[config.mk]
export PLATFORM = sky130hd
export DESIGN_NAME = seg_addr_gen
export DESIGN_NICKNAME = d
export VERILOG_FILES = /design/src/rtl/seg_addr_pkg.sv /design/src/rtl/addr_pc_unit.sv /design/src/rtl/addr_seg_bank.sv /design/src/rtl/addr_mode_flag.sv /design/src/rtl/seg_addr_gen.sv
export SDC_FILE = /design/constraint.sdc
export NUM_CORES = 1
export LEC_CHECK = 0
export ABC_AREA = 1
export CAP_MARGIN = 20
export CORE_MARGIN = 5
export CORE_UTILIZATION = 38
export DETAILED_ROUTE_END_ITERATION = 8
export PLACE_DENSITY = 0.86
export SYNTH_ARGS = -nofsm -noshare
export SYNTH_HDL_FRONTEND = slang
export SYNTH_HIERARCHICAL = 1
export SYNTH_SLANG_ARGS = --single-unit
[constraint.sdc]
create_clock -name clk -period 3.75 [get_ports clk]
set_clock_uncertainty 0.05 [all_clocks]
set_input_delay 0.5625 -clock clk [delete_from_list [all_inputs] [get_ports clk]]
set_output_delay 0.5625 -clock clk [all_outputs]
set_load 0.02 [all_outputs]
[src/rtl/seg_addr_pkg.sv]
package seg_addr_pkg;
   typedef enum logic {
      SEG_CODE = 1'b0,
      SEG_DATA = 1'b1
   } seg_sel_e;

   localparam int unsigned SEG_COUNT = 2;
endpackage

[src/rtl/addr_pc_unit.sv]
module addr_pc_unit #(
   parameter int unsigned OFF_W = 12
) (
   input  logic             clk,
   input  logic             rst,
   input  logic             adv,
   input  logic             load,
   input  logic [OFF_W-1:0] load_val,
   output logic [OFF_W-1:0] pc
);
   localparam logic [OFF_W-1:0] STEP = OFF_W'(1);

   logic [OFF_W-1:0] pc_q;
   logic [OFF_W-1:0] pc_d;

   // a redirect outranks the sequential step; the step wraps in the offset space
   always_comb begin
      pc_d = pc_q;
      if (load) begin
         pc_d = load_val;
      end else if (adv) begin
         pc_d = pc_q + STEP;
      end
   end

   always_ff @(posedge clk) begin
      if (rst) begin
         pc_q <= '0;
      end else begin
         pc_q <= pc_d;
      end
   end

   assign pc = pc_q;
endmodule

[src/rtl/addr_seg_bank.sv]
module addr_seg_bank
   import seg_addr_pkg::*;
#(
   parameter int unsigned SEG_W  = 4,
   parameter int unsigned ADDR_W = 16
) (
   input  logic              clk,
   input  logic              rst,
   input  logic              far_load,
   input  logic [SEG_W-1:0]  far_seg,
   input  logic              wr_en,
   input  seg_sel_e          wr_sel,
   input  logic [ADDR_W-1:0] wr_val,
   output logic [SEG_W-1:0]  code_seg,
   output logic [SEG_W-1:0]  data_seg
);
   logic [SEG_W-1:0] seg_q [SEG_COUNT];

   for (genvar gi = 0; gi < SEG_COUNT; gi++) begin : g_seg
      logic             sel_hit;
      logic             far_hit;
      logic [SEG_W-1:0] nxt;

      assign sel_hit = wr_en && (wr_sel == seg_sel_e'(gi));
      // only the code segment listens to far branches
      assign far_hit = far_load && (gi == int'(SEG_CODE));

      always_comb begin
         nxt = seg_q[gi];
         if (far_hit) begin
            nxt = far_seg;
         end else if (sel_hit) begin
            nxt = wr_val[SEG_W-1:0];
         end
      end

      always_ff @(posedge clk) begin
         if (rst) begin
            seg_q[gi] <= '0;
         end else begin
            seg_q[gi] <= nxt;
         end
      end
   end

   assign code_seg = seg_q[int'(SEG_CODE)];
   assign data_seg = seg_q[int'(SEG_DATA)];
endmodule

[src/rtl/addr_mode_flag.sv]
module addr_mode_flag (
   input  logic clk,
   input  logic rst,
   input  logic toggle,
   output logic flag
);
   logic flag_q;

   always_ff @(posedge clk) begin
      if (rst) begin
         flag_q <= 1'b0;
      end else if (toggle) begin
         flag_q <= ~flag_q;
      end
   end

   assign flag = flag_q;
endmodule

[src/rtl/seg_addr_gen.sv]
module seg_addr_gen
   import seg_addr_pkg::*;
#(
   parameter int unsigned SEG_W       = 4,
   parameter int unsigned OFF_W       = 12,
   parameter bit          LS_ADDR_REG = 1'b0,
   localparam int unsigned ADDR_W     = SEG_W + OFF_W
) (
   input  logic              clk,
   input  logic              rst,
   input  logic              fetch_en,
   input  logic              br_req,
   input  logic              br_far,
   input  logic [ADDR_W-1:0] br_target,
   input  logic              seg_wr_en,
   input  logic              seg_wr_sel,
   input  logic [ADDR_W-1:0] seg_wr_val,
   input  logic              mode_toggle,
   input  logic [OFF_W-1:0]  ls_offset,
   output logic [ADDR_W-1:0] fetch_addr,
   output logic [ADDR_W-1:0] ls_addr,
   output logic              ls_to_imem
);
   if (SEG_W < 1) begin : g_bad_seg
      $error("seg_addr_gen: SEG_W must be at least 1");
   end
   if (OFF_W < 2) begin : g_bad_off
      $error("seg_addr_gen: OFF_W must be at least 2");
   end

   logic [OFF_W-1:0] pc;
   logic [SEG_W-1:0] code_seg;
   logic [SEG_W-1:0] data_seg;
   logic             far_load;

   assign far_load = br_req && br_far;

   addr_pc_unit #(.OFF_W(OFF_W)) u_pc (
      .clk      (clk),
      .rst      (rst),
      .adv      (fetch_en),
      .load     (br_req),
      .load_val (br_target[OFF_W-1:0]),
      .pc       (pc)
   );

   addr_seg_bank #(.SEG_W(SEG_W), .ADDR_W(ADDR_W)) u_seg (
      .clk      (clk),
      .rst      (rst),
      .far_load (far_load),
      .far_seg  (br_target[ADDR_W-1:OFF_W]),
      .wr_en    (seg_wr_en),
      .wr_sel   (seg_sel_e'(seg_wr_sel)),
      .wr_val   (seg_wr_val),
      .code_seg (code_seg),
      .data_seg (data_seg)
   );

   addr_mode_flag u_mode (
      .clk    (clk),
      .rst    (rst),
      .toggle (mode_toggle),
      .flag   (ls_to_imem)
   );

   assign fetch_addr = {code_seg, pc};

   if (LS_ADDR_REG) begin : g_ls_reg
      logic [ADDR_W-1:0] ls_q;
      always_ff @(posedge clk) begin
         if (rst) begin
            ls_q <= '0;
         end else begin
            ls_q <= {data_seg, ls_offset};
         end
      end
      assign ls_addr = ls_q;
   end else begin : g_ls_comb
      assign ls_addr = {data_seg, ls_offset};
   end
endmodule

---- Yosys cells after proc, flatten, opt, wreduce, memory -nomap -nowiden ----
Memory sizes are Yosys's and may differ from the RTL's.
Cells that the tools add are included.
cells by class
  add/subtract/negate cells ............... 1
  multiplexer cells ....................... 10
  bitwise gates (word level) .............. 4
  reductions and logical operators ........ 4
operator list
  operator                                        number
  2-to-1 mux 12 bit                               2
  2-to-1 mux 4 bit                                5
  adder 12 x 1 -> 12 bit (second input constant)  1
  logical AND 1 bit                               3
  2-to-1 mux 1 bit                                3
  inverter 1 bit                                  2
  OR 1 bit                                        2
  nonzero test 2 bit                              1
storage, ports and cells
  register bits ........................... 13
  bits in writable memories ............... 8
  input bits .............................. 52
  output and inout port bits .............. 33
  word-level logic and storage cells ...... 22
  memories kept ........................... 1
memory list
  memory       words  width  read ports  clocked after Yosys merged registers in  wr ports  line                 RTL
  u_seg.seg_q  2      4      2           0                                        2         addr_seg_bank.sv:17  logic [SEG_W-1:0] seg_q [SEG_COUNT];

---- Longest topological paths before layout ----
  depth in word-level cells ............... 5
  depth in mapped cells ................... 7
  gate-level depth less buffers ........... 7

---- Modules after synthesis ----
Netlist, hierarchy kept.
by module, submodules not included
  module          times used  cells an instance  area an instance (um^2)  seq. area each (um^2)
  addr_pc_unit    1           110                735.7                    240.2
  addr_seg_bank   1           51                 361.6                    160.2
  seg_addr_gen    1           14                 97.6                     0.0
  addr_mode_flag  1           6                  38.8                     20.0

---- Worst setup path after synthesis ----
Ideal clock, no wire load.
  kind .................................... reg2reg
  start ................................... register u_pc.pc_q[0], in the netlist u_pc/pc[0]
  end ..................................... register u_pc.pc_q[6], in the netlist u_pc/pc[6]
  library setup time ...................... 120 ps
  arrival time ............................ 1174 ps
  required time ........................... 3580 ps
  setup slack ............................. 2406 ps
  cell stages (with the launch flop) ...... 7
  buffers on the path ..................... 0
  clock period less this slack ............ 1344 ps
  path through ............................ dfxtp_1 > ha_1 > nand2_1 > nor2_4 > or2_2 > nand3_1 > a21oi_1
on the way
  longest elaborated chain between the ends .. 3
ends and longest elaborated chain
  element                   line                RTL
  start: declaration        addr_pc_unit.sv:13  logic [OFF_W-1:0] pc_q;
  start signal: assignment  addr_pc_unit.sv:30  pc_q <= pc_d;
  adder 12 x 1 -> 12 bit    addr_pc_unit.sv:22  pc_d = pc_q + STEP;
  2-to-1 mux 12 bit         addr_pc_unit.sv:21  end else if (adv) begin
  2-to-1 mux 12 bit         addr_pc_unit.sv:19  if (load) begin
No other way between the ends. The select of a mux whose other input is x is not followed.
A chain may end at the register's enable or synchronous reset.

---- Worst setup path in the final report ----
  start ................................... input br_req
  end ..................................... register u_pc.pc_q[7], in the netlist u_pc/pc[7]
on the way
  longest elaborated chain between the ends .. 1
  elaborated cells between the ends (all ways) .. 2
  those cells by class .................... mux: 1; reduce/logical: 1
ends and longest elaborated chain
  element                                                  line                RTL
  start: declaration                                       seg_addr_gen.sv:12  input logic br_req,
  2-to-1 mux 12 bit or nonzero test 2 bit (tied branches)  -
Several ways; a longest one is shown, not always the timed one.

==> run_results.csv <==
group,metric,value,unit
cells_and_area,multi_input_area,629.4,µm²
cts,cts_setup_buffers,0,
sta,slew-limit-headroom,47.11,%
sta,rsz0062_at_grt,"false",
power,p_leak,0.0006828,µW
cts,clk_latency,0.30,ns
floorplanning,die_h,66.98,µm
detailed_routing,wl_met2,1.520,mm
global_route,grt_antenna_before_repair,0,
global_route,grt.total_usage,14.04,%
detailed_routing,met1Wirelength,1.207,mm
yosys,yosysUniqueCellTypes,25,
place,portBuffers,48,
cts,clkSinkCount,21,
yosys,synth-xor-area-share,2.130,%
global_route,grt_start_max_net_pins,20,
yosys,ys_seq_elements,21,
detailed_routing,wl_met3,320,µm
floorplanning,core,0.003078,mm²
yosys,syn_nets,234,
sta,tns,0,ns
sta,finalCritPeriodShare,55.09,%
setup_path,cp_slowest_cell,"clkdlybuf4s50_1",
floorplanning,io_pins,85,
sta,max_clock_freq,0.4841,GHz
cts,root_buffer,"clkbuf_4",
yosys,seq_area_frac_synth,34.08,%
sta,final_max_slew_viol_count,0,
yosys,netlist_area,0.001234,mm²
setup_path,arrival,2.18,ns
yosys,syn_avg_cell_area,6.816,µm²
min_path,hold_path_class,"reg2reg",
detailed_routing,wl_per_cell,11.68,µm
cts,cts_max_level,1,
cells_and_area,nFillCells,307,
setup_path,critPathKind,"in2reg",
setup_path,required,3.87,ns
setup_path,cp_max_fo,13,
cells_and_area,final_nets,272,
cts,cts_buffer_depth,2,
floorplanning,num_rows,20,
cells_and_area,antenna-diode-count,0,
yosys,synth_mux_area_share,0,%
cts,hold_buffers,0,
place,dp_hpwl,2.271,mm
sta,hold_viol,0,
setup_path,worstSetupEndpointType,"flip-flop",
setup_path,worstPathCellList,"clkdlybuf4s50_1 -> inv_1 -> nand2_1 -> clkinv_1 -> a22oi_1 -> a21oi_1",
detailed_routing,top_layer,"met4",
sta,finalSetupViolCount,0,
power,vdd_ir_drop_max,0.2158,mV
floorplanning,dieWidth,66.98,µm
detailed_routing,drt_iter0_drc,87,
yosys,synth_compound_area_share,15.31,%
sta,fin_crit,2.066,ns
cells_and_area,final_core_util,54.67,%
global_route,grt-ovfl-total,0,
setup_path,critPathLaunchType,"input port",
run,maxCapViolations,0,
cts,cts-resized-gates,0,
cells_and_area,regArea,420.4,µm²
sta,tightest_slew,0.7908,ns
global_route,grt_pass1_vias,1195,
status,outcome,"complete, no violations",
yosys,ys_warn_count,6,
global_route,grt_pass1_wl,4.878,mm
detailed_routing,routed_wl,3.059,mm
yosys,synthSimpleGateAreaFrac,32.56,%
detailed_routing,vias_per_cell,4.866,
detailed_routing,drtPass1Iterations,4,
cts,clkSlewWorstSetupHoldPaths,0.12,ns
detailed_routing,num_vias,1275,
floorplanning,start_util,40.08,%
setup_path,max_stage_delay,0.77,ns
yosys,netlist_instances,181,
cells_and_area,drive_gt1_share,7.798,%
detailed_routing,route.antenna.remaining_nets,0,
yosys,synthAdderAreaFrac,1.014,%
yosys,synth_top_family_by_area,"simple AND/OR/NAND/NOR gates",
cts,cts_made_buffers,3,
cells_and_area,syn_to_final_growth,36.41,%
cts,cts_tree,"built",
place,gp_congestion,0.8205,
power,powerDensity,289.4,mW/mm²
detailed_routing,drc,0,
floorplanning,dieArea,0.004486,mm²
[flip-flops by register name (all words and copies together), names as in the netlist]
register,flops
u_mode/flag,1
u_seg/seg_q,8
u_pc/pc,12
[power by group]
group	internal (µW)	switching (µW)	leakage, µW
clock	41.5	69.0	0.0000150
combinational	65.2	60.4	0.000495
sequential	237	14.2	0.000173
[area by class of cell]
type,instances,area share [%]
Sequential cell,21,24.98
Multi-Input combinational cell,126,37.40
Clock buffer,4,1.561
Tap cell,44,3.271
Inverter,19,4.238
Timing Repair Buffer,48,28.55
[metrics by stage]
step | setup WS (ns) | instance area, µm² | cells | hold slack, ns | total power (µW)
3_3_place_gp | 1.361 | 1657 | 258 | 0.4036 | 378.7
6_report | 1.684 | 1683 | 262 | 0.4246 | 487.0
2_1_floorplan | 2.406 | 1234 | 181 | 0.4935 | 334.0
3_5_place_dp | 1.317 | 1657 | 258 | 0.4091 | 381.5
5_1_grt | 1.465 | 1683 | 262 | 0.4685 | 514.2
4_1_cts | 1.655 | 1683 | 262 | 0.4270 | 491.5
[critical path, delay by kind of cell]
family / cells / cell delay, ns
AO/OA/AOI/OAI: 2 / 0.32
AND/OR/NAND/NOR: 1 / 0.12
buffers and inverters: 3 / 1.18
[cell usage in the layout (no fill, tap or decap), types with 2 or more instances in the layout]
cell type        instances
clkinv_1                 2
xor2_1                   3
clkdlybuf4s50_1         48
nor2_1                   7
o21ai_0                  3
inv_2                    2
nand3_1                 19
a22oi_1                  8
a21oi_1                 13
inv_1                   15
clkbuf_4                 3
dfxtp_1                 21
a21oi_2                  4
nand2_1                 57
nand2_2                  2
nor2_2                   3
[cell usage after synthesis, drive strengths merged]
cell	number	area, µm²
nand4	1	6.260
clkbuf	2	17.51
a21oi	17	100.1
inv	17	63.81
a31oi	1	6.260
a21o	1	7.510
buf	13	95.09
nor2	11	56.31
dfxtp	21	420.4
ha	1	12.51
xor2	3	26.28
clkinv	2	7.510
nand3	19	95.09
nand2	60	237.7
a22oi	8	60.06
o21ai	3	15.01
or2	1	6.260
[worst paths after layout]
path,startpoint,to,slack (ns),cells past startpoint
worst max-delay path,br_req,u_pc/pc[7],1.68,6
worst min-delay path,u_seg/seg_q[1][1],u_seg/seg_q[1][1],0.42,2
worst max register to register,u_pc/pc[0],u_pc/pc[6],2.36,6
worst min register to register,u_seg/seg_q[1][1],u_seg/seg_q[1][1],0.42,2
[routing by layer]
metal / global-route usage, % / vias to the layer above
met3: 5.734 / 2
met5: 0 / -
met1: 14.36 / 578
met4: 2.532 / 0
li1: - / 649
met2: 26.61 / 46
[cells by family (layout without fill, tap and decap cells)]
logic type,count (synthesis),in the layout
simple gates,92,92
buf+inv,34,71
compound gates,30,30
flops,21,21
xor+xnor,3,3
fa+ha+maj,1,1
(Power assumes the default switching activity.)
